**src/rtl/dps_pkg.sv**
```systemverilog
package dps_pkg;
  localparam logic [3:0] DEV_ID = 4'b0101;

  localparam logic [3:0] OP_RD_WIPER          = 4'b1001;
  localparam logic [3:0] OP_WR_WIPER          = 4'b1010;
  localparam logic [3:0] OP_RD_DREG           = 4'b1011;
  localparam logic [3:0] OP_WR_DREG           = 4'b1100;
  localparam logic [3:0] OP_DREG_TO_WIPER     = 4'b1101;
  localparam logic [3:0] OP_WIPER_TO_DREG     = 4'b1110;
  localparam logic [3:0] OP_ALL_DREG_TO_WIPER = 4'b0001;
  localparam logic [3:0] OP_ALL_WIPER_TO_DREG = 4'b1000;
  localparam logic [3:0] OP_STEP              = 4'b0010;

  typedef enum logic [2:0] {
    PH_IDLE, PH_ADDR, PH_INSTR, PH_RX, PH_TX, PH_STEP
  } phase_e;

  typedef enum logic [2:0] {
    CL_NONE, CL_READ, CL_WRITE, CL_XFER, CL_STEP
  } op_class_e;

  function automatic op_class_e classify(input logic [3:0] op);
    case (op)
      OP_RD_WIPER, OP_RD_DREG:                      return CL_READ;
      OP_WR_WIPER, OP_WR_DREG:                      return CL_WRITE;
      OP_DREG_TO_WIPER, OP_WIPER_TO_DREG,
      OP_ALL_DREG_TO_WIPER, OP_ALL_WIPER_TO_DREG:   return CL_XFER;
      OP_STEP:                                      return CL_STEP;
      default:                                      return CL_NONE;
    endcase
  endfunction
endpackage

```
**src/rtl/dps_deglitch.sv**
```systemverilog
module dps_deglitch #(
  parameter int FILT_LEN = 3
) (
  input  logic clk,
  input  logic rst_n,
  input  logic line_i,
  output logic line_o
);
  localparam int CW = $clog2(FILT_LEN + 1);

  logic [1:0]    sync_q;
  logic [CW-1:0] cnt_q, cnt_d;
  logic          lvl_q, lvl_d;

  always_comb begin
    cnt_d = '0;
    lvl_d = lvl_q;
    if (sync_q[1] != lvl_q) begin
      if (cnt_q == CW'(FILT_LEN - 1)) lvl_d = sync_q[1];
      else                            cnt_d = cnt_q + 1'b1;
    end
  end

  always_ff @(posedge clk or negedge rst_n) begin
    if (!rst_n) begin
      sync_q <= 2'b11;
      cnt_q  <= '0;
      lvl_q  <= 1'b1;
    end else begin
      sync_q <= {sync_q[0], line_i};
      cnt_q  <= cnt_d;
      lvl_q  <= lvl_d;
    end
  end

  assign line_o = lvl_q;
endmodule

```
**src/rtl/dps_bus_events.sv**
```systemverilog
module dps_bus_events (
  input  logic clk,
  input  logic rst_n,
  input  logic scl_f,
  input  logic sda_f,
  output logic scl_rise,
  output logic scl_fall,
  output logic start_ev,
  output logic stop_ev,
  output logic scl_lvl,
  output logic sda_lvl
);
  logic scl_q, sda_q;

  always_ff @(posedge clk or negedge rst_n) begin
    if (!rst_n) begin
      scl_q <= 1'b1;
      sda_q <= 1'b1;
    end else begin
      scl_q <= scl_f;
      sda_q <= sda_f;
    end
  end

  assign scl_rise = scl_f & ~scl_q;
  assign scl_fall = ~scl_f & scl_q;
  assign start_ev = scl_f & scl_q & sda_q & ~sda_f;
  assign stop_ev  = scl_f & scl_q & ~sda_q & sda_f;
  assign scl_lvl  = scl_q;
  assign sda_lvl  = sda_q;
endmodule

```
**src/rtl/dps_cmd_engine.sv**
```systemverilog
module dps_cmd_engine
  import dps_pkg::*;
#(
  parameter int DATA_W = 6
) (
  input  logic              clk,
  input  logic              rst_n,
  input  logic              scl_rise,
  input  logic              scl_fall,
  input  logic              start_ev,
  input  logic              stop_ev,
  input  logic              scl_lvl,
  input  logic              sda_lvl,
  input  logic [3:0]        addr_i,
  input  logic              nv_busy_i,
  input  logic [DATA_W-1:0] rd_data_i,
  output logic              sda_oe_o,
  output logic              cmd_valid_o,
  output logic [3:0]        cmd_op_o,
  output logic              cmd_pot_o,
  output logic [1:0]        cmd_reg_o,
  output logic [DATA_W-1:0] cmd_wdata_o,
  output logic              step_o,
  output logic              step_up_o
);
  localparam logic [3:0] ACK_SLOT = 4'd8;
  localparam logic [3:0] BYTE_END = 4'd9;

  phase_e            ph_q, ph_d;
  logic [3:0]        cnt_q, cnt_d;
  logic [7:0]        sh_q, sh_d, tx_q, tx_d;
  logic              oe_q, oe_d;
  logic [3:0]        op_q, op_d;
  logic              pot_q, pot_d;
  logic [1:0]        reg_q, reg_d;
  logic [DATA_W-1:0] wd_q, wd_d;
  logic              vld_q, vld_d, stp_q, stp_d, up_q, up_d;
  logic [7:0]        rd_byte;

  assign rd_byte = 8'(rd_data_i);

  always_comb begin
    ph_d = ph_q; cnt_d = cnt_q; sh_d = sh_q; tx_d = tx_q; oe_d = oe_q;
    op_d = op_q; pot_d = pot_q; reg_d = reg_q; wd_d = wd_q;
    vld_d = 1'b0; stp_d = 1'b0; up_d = up_q;
    if (start_ev) begin
      ph_d = PH_ADDR; cnt_d = '0; oe_d = 1'b0;
    end else if (stop_ev) begin
      ph_d = PH_IDLE; oe_d = 1'b0;
    end else if (ph_q != PH_IDLE) begin
      if (scl_rise) begin
        if (ph_q == PH_STEP) begin
          stp_d = 1'b1; up_d = sda_lvl;
        end else if (cnt_q < ACK_SLOT) begin
          sh_d = {sh_q[6:0], sda_lvl}; cnt_d = cnt_q + 1'b1;
        end else if (cnt_q == ACK_SLOT) begin
          cnt_d = BYTE_END;
        end
      end else if (scl_fall && ph_q != PH_STEP) begin
        if (cnt_q == ACK_SLOT) begin
          case (ph_q)
            PH_ADDR: begin
              if (sh_q == {DEV_ID, addr_i} && !nv_busy_i) oe_d = 1'b1;
              else ph_d = PH_IDLE;
            end
            PH_INSTR: begin
              oe_d = 1'b1; op_d = sh_q[7:4]; reg_d = sh_q[3:2]; pot_d = sh_q[0];
            end
            PH_RX: begin
              oe_d = 1'b1; wd_d = sh_q[DATA_W-1:0];
            end
            default: oe_d = 1'b0;
          endcase
        end else if (cnt_q == BYTE_END) begin
          cnt_d = '0; oe_d = 1'b0;
          case (ph_q)
            PH_ADDR:  ph_d = PH_INSTR;
            PH_INSTR: begin
              case (classify(op_q))
                CL_READ: begin
                  ph_d = PH_TX; oe_d = ~rd_byte[7]; tx_d = {rd_byte[6:0], 1'b1};
                end
                CL_WRITE: ph_d = PH_RX;
                CL_XFER:  begin ph_d = PH_IDLE; vld_d = 1'b1; end
                CL_STEP:  ph_d = PH_STEP;
                default:  ph_d = PH_IDLE;
              endcase
            end
            PH_RX:   begin ph_d = PH_IDLE; vld_d = 1'b1; end
            default: ph_d = PH_IDLE;
          endcase
        end else if (ph_q == PH_TX) begin
          oe_d = ~tx_q[7]; tx_d = {tx_q[6:0], 1'b1};
        end
      end
    end
  end

  always_ff @(posedge clk or negedge rst_n) begin
    if (!rst_n) begin
      ph_q <= PH_IDLE; cnt_q <= '0; sh_q <= '0; tx_q <= '0; oe_q <= 1'b0;
      op_q <= '0; pot_q <= 1'b0; reg_q <= '0; wd_q <= '0;
      vld_q <= 1'b0; stp_q <= 1'b0; up_q <= 1'b0;
    end else begin
      ph_q <= ph_d; cnt_q <= cnt_d; sh_q <= sh_d; tx_q <= tx_d; oe_q <= oe_d;
      op_q <= op_d; pot_q <= pot_d; reg_q <= reg_d; wd_q <= wd_d;
      vld_q <= vld_d; stp_q <= stp_d; up_q <= up_d;
    end
  end

  assign sda_oe_o    = oe_q;
  assign cmd_valid_o = vld_q;
  assign cmd_op_o    = op_q;
  assign cmd_pot_o   = pot_q;
  assign cmd_reg_o   = reg_q;
  assign cmd_wdata_o = wd_q;
  assign step_o      = stp_q;
  assign step_up_o   = up_q;


  drive_edge_chk: assert property (@(posedge clk) disable iff (!rst_n)
    (oe_q != $past(oe_q)) |-> !scl_lvl);

  addr_ack_id_chk: assert property (@(posedge clk) disable iff (!rst_n)
    (ph_q == PH_ADDR && oe_q) |-> (sh_q[7:4] == DEV_ID));

  busy_silent_chk: assert property (@(posedge clk) disable iff (!rst_n)
    ($rose(oe_q) && ph_q == PH_ADDR) |-> !$past(nv_busy_i));

  step_phase_chk: assert property (@(posedge clk) disable iff (!rst_n)
    stp_q |-> (ph_q == PH_STEP));

  strobe_class_chk: assert property (@(posedge clk) disable iff (!rst_n)
    vld_q |-> (classify(op_q) == CL_WRITE || classify(op_q) == CL_XFER));

  tx_release_chk: assert property (@(posedge clk) disable iff (!rst_n)
    (ph_q == PH_TX && cnt_q == BYTE_END) |-> !oe_q);
endmodule

```
**src/rtl/dpot_serial_slave.sv**
```systemverilog
module dpot_serial_slave #(
  parameter int FILT_LEN = 3,
  parameter int DATA_W   = 6
) (
  input  logic              clk,
  input  logic              rst_n,
  input  logic              scl_i,
  input  logic              sda_i,
  input  logic [3:0]        addr_i,
  input  logic              nv_busy_i,
  input  logic [DATA_W-1:0] rd_data_i,
  output logic              sda_oe_o,
  output logic              cmd_valid_o,
  output logic [3:0]        cmd_op_o,
  output logic              cmd_pot_o,
  output logic [1:0]        cmd_reg_o,
  output logic [DATA_W-1:0] cmd_wdata_o,
  output logic              step_o,
  output logic              step_up_o
);
  localparam int N_LINES = 2;

  logic [1:0]         rst_sync_q;
  logic               irst_n;
  logic [N_LINES-1:0] raw, filt;
  logic scl_rise, scl_fall, start_ev, stop_ev, scl_lvl, sda_lvl;

  always_ff @(posedge clk or negedge rst_n) begin
    if (!rst_n) rst_sync_q <= 2'b00;
    else        rst_sync_q <= {rst_sync_q[0], 1'b1};
  end
  assign irst_n = rst_sync_q[1];

  assign raw = {scl_i, sda_i};

  for (genvar i = 0; i < N_LINES; i++) begin : g_line
    dps_deglitch #(.FILT_LEN(FILT_LEN)) u_flt (
      .clk(clk), .rst_n(irst_n), .line_i(raw[i]), .line_o(filt[i])
    );
  end

  dps_bus_events u_evt (
    .clk(clk), .rst_n(irst_n), .scl_f(filt[1]), .sda_f(filt[0]),
    .scl_rise(scl_rise), .scl_fall(scl_fall), .start_ev(start_ev),
    .stop_ev(stop_ev), .scl_lvl(scl_lvl), .sda_lvl(sda_lvl)
  );

  dps_cmd_engine #(.DATA_W(DATA_W)) u_eng (
    .clk(clk), .rst_n(irst_n), .scl_rise(scl_rise), .scl_fall(scl_fall),
    .start_ev(start_ev), .stop_ev(stop_ev), .scl_lvl(scl_lvl), .sda_lvl(sda_lvl),
    .addr_i(addr_i), .nv_busy_i(nv_busy_i), .rd_data_i(rd_data_i),
    .sda_oe_o(sda_oe_o), .cmd_valid_o(cmd_valid_o), .cmd_op_o(cmd_op_o),
    .cmd_pot_o(cmd_pot_o), .cmd_reg_o(cmd_reg_o), .cmd_wdata_o(cmd_wdata_o),
    .step_o(step_o), .step_up_o(step_up_o)
  );
endmodule

```
**config.mk**
```make
export PLATFORM = sky130hd
export DESIGN_NAME = dpot_serial_slave
export DESIGN_NICKNAME = d
export VERILOG_FILES = /design/src/rtl/dps_pkg.sv /design/src/rtl/dps_deglitch.sv /design/src/rtl/dps_bus_events.sv /design/src/rtl/dps_cmd_engine.sv /design/src/rtl/dpot_serial_slave.sv
export SDC_FILE = /design/constraint.sdc
export NUM_CORES = 1
export LEC_CHECK = 0
export BUFFER_PORTS_ARGS = -buffer_cell sky130_fd_sc_hd__buf_4
export CAP_MARGIN = 20
export CORE_MARGIN = 8
export CORE_UTILIZATION = 50
export CTS_CLUSTER_SIZE = 14
export DETAILED_ROUTE_END_ITERATION = 7
export PLACE_DENSITY_LB_ADDON = 0.3
export SKIP_LAST_GASP = 1
export SLEW_MARGIN = 20
export SYNTH_ARGS = -nofsm -noshare
export SYNTH_HDL_FRONTEND = slang
export SYNTH_SLANG_ARGS = --single-unit
```
**constraint.sdc**
```tcl
create_clock -name clk -period 1.5 [get_ports clk]
set_input_delay 0.3 -clock clk [delete_from_list [all_inputs] [get_ports clk]]
set_output_delay 0.3 -clock clk [all_outputs]
set_load 0.05 [all_outputs]
```
# Word level (Yosys, flattened, before mapping)
# Memories as Yosys holds them, arrays and structs flattened.
# Index checks and enable logic that the tools add are counted.
dict set report classes {
  order_cmp 1
  reduce_logical 23
  n_bitwise 17
  n_eq_ne 27
  muxes 63
  add_sub_neg 3
}
# cell count
set ops {}
lappend ops {{3-bit 2-to-1 mux} 17}
lappend ops {{4-bit 2-to-1 mux} 10}
lappend ops {{8-bit 2-to-1 mux} 4}
lappend ops {{1-bit 2-to-1 mux} 24}
lappend ops {{7-bit AND reduction} 3}
lappend ops {{3-bit nonzero test} 5}
lappend ops {{3-bit by 2-bit == test with 1-bit output, second input constant} 4}
lappend ops {{6-bit AND reduction} 2}
lappend ops {{1-bit NOT} 10}
lappend ops {{5-bit AND reduction} 2}
lappend ops {{3-bit == test, second input constant} 3}
lappend ops {{3-bit inequality test, second input constant} 3}
lappend ops {{3-bit case mux with 3 select lines} 1}
lappend ops {{9-bit AND reduction} 1}
lappend ops {{4-bit == test, second input constant} 2}
lappend ops {{8-bit by 7-bit == test with 1-bit output} 1}
lappend ops {{2-bit 2-to-1 mux} 4}
lappend ops {{4-bit inequality test, second input constant} 2}
lappend ops {{1-bit AND} 7}
lappend ops {{3-bit by 1-bit == test with 1-bit output, second input constant} 2}
lappend ops {{2-bit inequality test, second input constant} 3}
lappend ops {{3-bit case mux with 2 select lines} 1}
lappend ops {{5-bit inequality test, second input constant} 1}
lappend ops {{5-bit nonzero test} 1}
lappend ops {{14 further kinds} 21}
dict set report word_totals {
  word_cells 156
  n_memories 1
  romBits 48
  regBits 54
  in_bits 15
}
# memory depth word_bits rd rd_ports_with_merged_regs write_ports line_no
set memory_table {}
lappend memory_table {{(name not given)} 16 3 1 0 0 dps_pkg.sv:23} ;# case (op)

# Depth between registers and ports, before layout
# Gate-level depths: netlist (run 1).
dict set report depth {
  ltp_word 19
  ltp_mapped 8
  mapped_depth_nobuf 7
}

# Hierarchy
# Synthesis (run 1) repeated with hierarchy kept, for this count alone.
dict set report hier_totals {
  hier_cells 220
  hier_area_um2 2630.0
}
# module seq_area_each_um2 area_each_um2 n_inst cells_each
set by_module_without_submodules {}
lappend by_module_without_submodules {dps_cmd_engine 1001.0 2133.3 1 191}
lappend by_module_without_submodules {dps_deglitch 128.9 178.9 2 10}
lappend by_module_without_submodules {dps_bus_events 52.6 85.1 1 6}
lappend by_module_without_submodules {dpot_serial_slave 50.0 53.8 1 3}

# Worst setup path after synthesis (run 1)
# Ideal clock, no wire load.
dict set report synth_path {
  kind {flip-flop to flip-flop}
  start {reg u_eng.op_q[0] (netlist: u_eng.cmd_op_o[0])}
  end {reg u_eng.tx_q[1]}
  path_slack_ps -787
  n_path_buf 0
  t_arrival_ps 2162
  path_stages_with_launch 8
  t_required_ps 1375
  synth_period_minus_slack_ps 2287
  cell_sequence {dfrtp_1 inv_1 ha_1 or3_1 nand2_1 a41o_1 nand2_2 mux2_4}
}
dict set report synth_via {
  elab_chain_cells 12
}
# item line_no
set synth_rtl {}
lappend synth_rtl {{start: declaration} dps_cmd_engine.sv:33} ;# logic [3:0] op_q, op_d;
lappend synth_rtl {{start signal: assignment} dps_cmd_engine.sv:106} ;# op_q <= op_d; pot_q <= pot_d; reg_q <= reg_d; wd_q <= wd_d;
lappend synth_rtl {{memory 16 x 3 bit} --}
lappend synth_rtl {{3-bit 2-to-1 mux} dps_cmd_engine.sv:76} ;# case (ph_q)
lappend synth_rtl {{3-bit 2-to-1 mux} dps_cmd_engine.sv:74} ;# end else if (cnt_q == BYTE_END) begin
lappend synth_rtl {{3-bit 2-to-1 mux} dps_cmd_engine.sv:60} ;# if (cnt_q == ACK_SLOT) begin
lappend synth_rtl {{3-bit 2-to-1 mux} dps_cmd_engine.sv:59} ;# end else if (scl_fall && ph_q != PH_STEP) begin
lappend synth_rtl {{3-bit 2-to-1 mux} dps_cmd_engine.sv:51} ;# if (scl_rise) begin
lappend synth_rtl {{3-bit 2-to-1 mux} dps_cmd_engine.sv:50} ;# end else if (ph_q != PH_IDLE) begin
lappend synth_rtl {{3-bit 2-to-1 mux} dps_cmd_engine.sv:48} ;# end else if (stop_ev) begin
lappend synth_rtl {{3-bit 2-to-1 mux} dps_cmd_engine.sv:46} ;# if (start_ev) begin
lappend synth_rtl {{3-bit by 1-bit == test with 1-bit output} dps_cmd_engine.sv:79} ;# case (classify(op_q))
lappend synth_rtl {{2-bit inequality test (no line)} --}
lappend synth_rtl {{9-bit AND reduction (no line)} --}
lappend synth_rtl {{end signal: assignment} dps_cmd_engine.sv:101} ;# ph_q <= PH_IDLE; cnt_q <= '0; sh_q <= '0; tx_q <= '0; oe_q <= 1'b0;
lappend synth_rtl {{end signal: assignment} dps_cmd_engine.sv:105} ;# ph_q <= ph_d; cnt_q <= cnt_d; sh_q <= sh_d; tx_q <= tx_d; oe_q <= oe_d;
lappend synth_rtl {{end: declaration} dps_cmd_engine.sv:31} ;# logic [7:0] sh_q, sh_d, tx_q, tx_d;
# Every way passes these cells. The select of a mux whose other input is x is not followed.
# A chain may end at the register's enable or synchronous reset.

# Worst setup path after layout (run 1)
dict set report layout_path {
  start {reg u_eng.cnt_q[1]}
  end {reg u_eng.oe_q (netlist: u_eng.sda_oe_o)}
}
dict set report layout_via {
  elab_chain_cells 8
}
# item line_no
set layout_rtl {}
lappend layout_rtl {{start: declaration} dps_cmd_engine.sv:30} ;# logic [3:0] cnt_q, cnt_d;
lappend layout_rtl {{start signal: assignment} dps_cmd_engine.sv:101}
lappend layout_rtl {{start signal: assignment} dps_cmd_engine.sv:105}
lappend layout_rtl {{4-bit == test} dps_cmd_engine.sv:74}
lappend layout_rtl {{1-bit 2-to-1 mux} dps_cmd_engine.sv:74}
lappend layout_rtl {{1-bit 2-to-1 mux} dps_cmd_engine.sv:60}
lappend layout_rtl {{1-bit 2-to-1 mux} dps_cmd_engine.sv:59}
lappend layout_rtl {{1-bit 2-to-1 mux} dps_cmd_engine.sv:51}
lappend layout_rtl {{1-bit 2-to-1 mux} dps_cmd_engine.sv:50}
lappend layout_rtl {{1-bit 2-to-1 mux} dps_cmd_engine.sv:48}
lappend layout_rtl {{1-bit 2-to-1 mux} dps_cmd_engine.sv:46}
lappend layout_rtl {{end signal: assignment} dps_cmd_engine.sv:101}
lappend layout_rtl {{end signal: assignment} dps_cmd_engine.sv:105}
lappend layout_rtl {{end: declaration} dps_cmd_engine.sv:32} ;# logic oe_q, oe_d;
# Several ways; a longest one is shown, not always the timed one. The select of a mux whose other input is x is not followed.

==> results of run 1 <==
[where the power goes]
part | internal [W] | switching, W
combinational | 0.00141 | 0.00117
sequential | 0.00178 | 0.000226
clock | 0.000506 | 0.000499
[metal layers]
metal,track usage,up-vias,routed length (um),share of wire
li1,-,993,-,-
met3,0.0407,14,294,0.046
met1,0.198,1024,2800,0.44
met5,0,-,0,0
met4,0.0663,0,155,0.024
met2,0.267,51,3150,0.49
[cells in the mapped netlist, types with 5 or more instances]
| cell type | count | area (sq um) |
|---|---|---|
| inv_1 | 8 | 30.0 |
| dfrtp_1 | 46 | 1150 |
| a21oi_1 | 6 | 30.0 |
| nor2b_1 | 5 | 31.3 |
| mux2_2 | 26 | 293 |
| dfstp_2 | 8 | 210 |
| xnor2_1 | 5 | 43.8 |
| nand2_1 | 11 | 41.3 |
| mux2_1 | 7 | 78.8 |
| ha_1 | 8 | 100 |
| mux2_4 | 6 | 90.1 |
| nor2_1 | 8 | 30.0 |
| nand2b_1 | 5 | 31.3 |
[timing repair]
item / 4_1_cts / 5_1_grt
gates resized for setup: 19 / 12
hold endpoints to repair: 2 / 0
hold buffers: 1 / 0
pin swaps: 14 / 5
setup endpoints to repair: 39 / 39
setup buffers: 6 / 3
[area by class of cell]
class	count	area [sq um]	share of cell area
inverter	8	32.5	0.00822
tap	72	90.1	0.0228
clock inverter	3	47.5	0.0120
timing repair buffer	101	805	0.203
sequential	54	1370	0.346
clock buffer	5	68.8	0.0174
multi-input combinational	150	1550	0.391
[state kept, by name (all words and copies together), names as in the netlist]
name,cells
u_evt.sda_lvl,1
g_line.u_flt.line_o,2
u_eng.sda_oe_o,1
u_eng.tx_q,8
u_eng.ph_q,3
u_eng.sh_q,8
u_eng.cmd_wdata_o,6
rst_sync_q,2
u_eng.cmd_pot_o,1
g_line.u_flt.sync_q,4
u_eng.cnt_q,4
u_eng.cmd_valid_o,1
u_eng.step_o,1
u_eng.cmd_op_o,4
u_eng.cmd_reg_o,2
u_evt.scl_lvl,1
u_eng.step_up_o,1
g_line.u_flt.cnt_q,4
[metrics by stage]
| step | std cells | setup TNS (ns) |
|---|---|---|
| 2_1_floorplan | 219 | -8.90 |
| 3_3_place_gp | 375 | -9.14 |
| 3_5_place_dp | 375 | -10.52 |
| 4_1_cts | 390 | -8.81 |
| 5_1_grt | 393 | -12.81 |
| 6_report | 393 | -9.87 |
[critical path, stage by stage, from the launching register on]
cell and delay, ns:
dfrtp_1 0.40, inv_2 0.12, ha_4 0.13, nand3b_1 0.15, a21boi_4 0.19, a211o_1 0.33, o22ai_2 0.14, mux2_4 0.32
[cells in the final DEF (no fill, tap or decap), types with 6 or more instances in the layout]
master,count
buf_4,93
dfrtp_1,41
dfstp_2,8
mux2_2,14
mux2_4,25
nand2_1,7
nor2_1,6
[cells by family after synthesis]
logic type,synth area share
AOI/OAI and AO/OA,0.0948
xor gates and xnor gates,0.0193
adders and majority gates,0.0368
buffers and inverters,0.0262
DFF,0.501
muxes,0.177
other,0.00138
and+or+nand+nor,0.143
[final timing paths]
check / start / end
worst max-delay path: u_eng.cnt_q[1] / u_eng.sda_oe_o
worst min-delay path: scl_i / g_line[1].u_flt.sync_q[0]
worst max register to register: u_eng.cnt_q[1] / u_eng.sda_oe_o
worst min register to register: rst_sync_q[1] / u_eng.tx_q[7]
max in group asynchronous: rst_sync_q[1] / u_eng.ph_q[0]
min in group asynchronous: rst_sync_q[1] / u_eng.tx_q[7]
==> summary.md, run 1 <==
| Metric | Value |
|---|---|
| Status | finished, violations left |
| Failing checks | setup timing |
| Fillcell total | 323 |
| Flops & latches, synth | 54 |
| CTS tree | done |
| Vias in the first global route | 2,275 |
| Crit start category | flop |
| Final WL | 6400 um |
| Hold Path Depth | 1 |
| VDD IR max | 0.954 mV |
| Worst reg2reg path depth | 7 |
| Average wire per standard cell | 16.3 um |
| # nets final | 343 |
| Gr ovfl total | 0 |
| Die footprint | 0.00805 sq mm |
| Total CTS buffers | 5 |
| Max Slew Vio Count | 0 |
| Hold_ws | 0.0885 ns |
| Via-to-Cell Ratio | 5.30 |
| Synth Warn # | 0 |
| Unrepaired setup endpoints after global routing | true |
| Initial antenna violation count | 0 |
| Critical path fanouts, max | 4 |
| Ys async rst share | 1.00 |
| Final HPWL DP | 4590 um |
| Vias | 2,082 |
| Post-synthesis cell type count | 55 |
| Area delta synth->final | 45.6% |
| Post-Syn Area | 0.00272 sq mm |
| CP Class | reg2reg |
| Root buf cell | clkbuf_8 |
| Leak Pwr | 1.90 nW |
| Post-layout util | 0.737 |
| GRT Overall Usage | 0.163 |
| Ant. Diodes | 0 |
| Clock H-tree levels | 2 |
| Hold Path Class | in2reg |
| Post-DRT Antenna Nets | 0 |
| Final Instance Area | 0.00396 sq mm |
| Largest net degree at the start of global routing | 24 |
| Max clock buf depth | 2 |
| Die W | 89.7 um |
| CP Capture Type | flop |
| DP Worst Slack | -0.402 ns |
| Sequential fraction of the synthesis area | 0.501 |
| Power Density | 1410 mW/mm^2 |
| Worst EP arrival | 2.08 ns |
| Placed Instance Area | 0.00364 sq mm |
| Crit share post-route | 1.25 |
| Syn Inst Count | 219 |
| Post-synth EDFFs | 0 |
| Later-pin clock latency in the skew report | 0.31 ns |
| Synthesized Nets | 242 |
| Die H | 89.7 um |
| Mean Syn Cell Area | 12.4 sq um |
| Primary FF master, synth | dfrtp_1 |
| PnR Total Power | 0.00560 W |
| WP data required | 1.71 ns |
| Clock transition at path regs | 0.10 ns |
| Setup WS post-layout | -0.374 ns |
| Core area | 0.00537 sq mm |
| R2R Setup Slk | -0.37 ns |
| Max frequency | 534 MHz |
| Port bufs | 31 |
| Starting Density | 0.506 |
| Initial DRC count | 127 |
| Top-Level Pins | 32 |
| Crit path time final | 1.87 ns |
| Sink Count | 54 |
| Ratio of cells with drive above 1 in the final layout | 0.617 |
| GPL Wtd Cong | 0.882 |
| Worst Skew | 0.00624 ns |
| Max-Cap Viols | 0 |
| Row cnt | 27 |
| Final Hold Fails | 0 |
| # DRC | 0 |
| Final Setup Violations | 38 |
| First-pass GRT wire length | 10,900 um |
| TritonRoute pass-1 iters | 4 |
(Power assumes the default switching activity.)
==> run 2, diff against run 1 <==
==> constraint.sdc (replaced) <==
create_clock -name clk -period 1.73 [get_ports clk]
set_input_delay 0.346 -clock clk [delete_from_list [all_inputs] [get_ports clk]]
set_output_delay 0.346 -clock clk [all_outputs]
set_load 0.05 [all_outputs]
==> summary.md, run 2 (synthesis gave the netlist of run 1 again) <==
| Metric | Value |
|---|---|
| R2R Setup Slk | -0.14 ns (+0.24 ns) |
| CP Capture Type | flop |
| Final Setup Violations | 16 (-58%) |
| Later-pin clock latency in the skew report | 0.31 ns (about the same) |
| WP data required | 1.93 ns (+0.22 ns) |
| Crit path max-delay family | compound AO/OA/AOI/OAI gates |
| Setup WS post-layout | -0.139 ns (+0.235 ns) |
| Row cnt | 27 (unchanged) |
| Worst EP arrival | 2.07 ns (about the same) |
| Die W | 89.7 um (unchanged) |
| Total CTS buffers | 5 (unchanged) |
| R2r startpoint | u_eng.cnt_q[1] |
| # DRC | 0 (unchanged) |
| Power Density | 1180 mW/mm^2 (-16%) |
| Vias in the first global route | 2,160 (-5.1%) |
| TritonRoute pass-1 iters | 4 (unchanged) |
| Average wire per standard cell | 16.8 um (+3.4%) |
| Crit path time final | 1.87 ns (-0.00515 ns) |
| Ant. Diodes | 0 (unchanged) |
| Critical path buffers and inverters | 1 (unchanged) |
| Crit start category | flop |
| Sink Count | 54 (unchanged) |
| Failing checks | setup timing |
| Most frequent cells in the layout | buf_4, dfrtp_1, mux2_4, mux2_2 |
| Final WL | 6430 um (+0.52%) |
| Gr ovfl total | 0 (unchanged) |
| Crit path largest cell delay | 0.41 ns (about the same) |
| Final Hold Fails | 0 (unchanged) |
| Commonest non-fill, non-tap cell in the layout | buf_4 |
| Die H | 89.7 um (unchanged) |
| Max-Cap Viols | 0 (unchanged) |
| Crit Reg-Reg Endpoint | u_eng.cnt_q[2] |
| Met3 Routed Length | 178 um (-39%) |
| # nets final | 332 (-3.2%) |
| Initial antenna violation count | 0 (unchanged) |
| VDD IR max | 0.839 mV (-12%) |
| Starting Density | 0.506 (unchanged) |
| Via-to-Cell Ratio | 5.43 (+2.4%) |
| Area delta synth->final | 41.4% |
| Crit share post-route | 1.08 (-0.169) |
| Unrepaired setup endpoints after global routing | true |
| Hold Path Class | reg2async |
| Clock H-tree levels | 2 (unchanged) |
| Ratio of cells with drive above 1 in the final layout | 0.597 (-0.0200) |
| Critical path fanouts, max | 7 (+3) |
| Worst Skew | 0.0105 ns (+0.00422 ns) |
| Hold_ws | 0.116 ns (+0.0278 ns) |
| Met2 WL | 3330 um (+5.6%) |
| GRT Overall Usage | 0.153 (-0.00994) |
| Slowest-stage cell, CP | dfrtp_1 |
| Fillcell total | 353 (+9.3%) |
| Initial DRC count | 90 (-29%) |
| Clock transition at path regs | 0.09 ns (about the same) |
| Max frequency | 535 MHz (+0.28%) |
| Die footprint | 0.00805 sq mm (unchanged) |
| CP cell instances | inv_2 -> ha_1 -> nand3b_1 -> a2111o_1 -> a31oi_4 -> o31ai_1 -> a32o_1 |
| Final HPWL DP | 4500 um (-1.8%) |
| Largest net degree at the start of global routing | 26 (+8.3%) |
| Setup total negative slack | -1.35 ns (+8.52 ns) |
| Max Slew Vio Count | 0 (unchanged) |
| Post-DRT Antenna Nets | 0 (unchanged) |
| Core area | 0.00537 sq mm (unchanged) |
| Final Instance Area | 0.00384 sq mm (-2.9%) |
| DR top layer | met4 |
| Max clock buf depth | 2 (unchanged) |
| CP Class | reg2reg |
| Port bufs | 31 (unchanged) |
| Worst reg2reg path depth | 7 (unchanged) |
| Status | finished, violations left |
| GPL Wtd Cong | 0.861 (-2.4%) |
| Top-Level Pins | 32 (unchanged) |
| Placed Instance Area | 0.00344 sq mm (-5.3%) |
| Root buf cell | clkbuf_8 |
| Routed metal-1 wirelength | 2820 um (+0.75%) |
| First-pass GRT wire length | 10,200 um (-6.1%) |
| CTS tree | done |
| Vias | 2,073 (-0.43%) |
| Leak Pwr | 1.82 nW (-4.6%) |
run 2: area by class of cell:
class                      instances  area [sq um]  share of cell area
clock buffer                       6          72.6              0.0189
multi-input combinational        150          1540               0.402
timing repair buffer              90           722               0.188
sequential                        54          1370               0.355
tap                               72          90.1              0.0234
clock inverter                     2          16.3             0.00423
inverter                           8          32.5             0.00846
run 2: routing by layer:
layer  vias to the layer above  track usage
met5                         -            0
met4                         0       0.0536
met3                        10       0.0357
met2                        43        0.265
met1                      1048        0.179
li1                        972            -
run 2: what timing repair did:
item                                   in CTS  in global routing
hold buffers                                1                  0
cloned                                      0                  0
resized for setup                          18                 31
setup buffers                               6                  9
endpoints found under the hold margin       2                  0
setup endpoints to repair                  30                 38
pin swaps                                   8                  6
run 2: through the flow:
stage	cells	power [W]	setup WS, ns	util
2_1_floorplan	219	0.00275	-0.265	-
3_3_place_gp	360	0.00334	-0.158	0.641
3_5_place_dp	360	0.00342	-0.211	0.641
4_1_cts	375	0.00430	-0.0961	0.682
5_1_grt	382	0.00480	-0.214	0.716
6_report	382	0.00454	-0.139	0.716
run 2: worst max path at each step:
stage                      start              to  slack, ns  cells after the start
2_1_floorplan  u_eng.cmd_op_o[0]   u_eng.tx_q[1]      -0.27                      7
3_3_place_gp      u_eng.cnt_q[0]   u_eng.tx_q[3]      -0.16                      6
3_5_place_dp      u_eng.cnt_q[0]   u_eng.tx_q[1]      -0.21                      6
4_1_cts        u_eng.cmd_op_o[1]   u_eng.tx_q[1]       -0.1                      6
5_1_grt           u_eng.cnt_q[0]   u_eng.tx_q[1]      -0.21                      6
6_report          u_eng.cnt_q[1]  u_eng.cnt_q[2]      -0.14                      7
run 2: worst reg2reg max path, cell delays in order (launching register included):
cell and delay (ns):
dfrtp_1 0.41, inv_2 0.10, ha_1 0.15, nand3b_1 0.14
a2111o_1 0.35, a31oi_4 0.29, o31ai_1 0.12, a32o_1 0.21
run 2: power by group:
part,internal (W),switching [W],leakage (nW)
registers,0.00155,0.000282,0.679
clock network,0.000292,0.000422,0.0418
logic,0.00109,0.000910,1.09
total,0.00293,0.00161,1.82
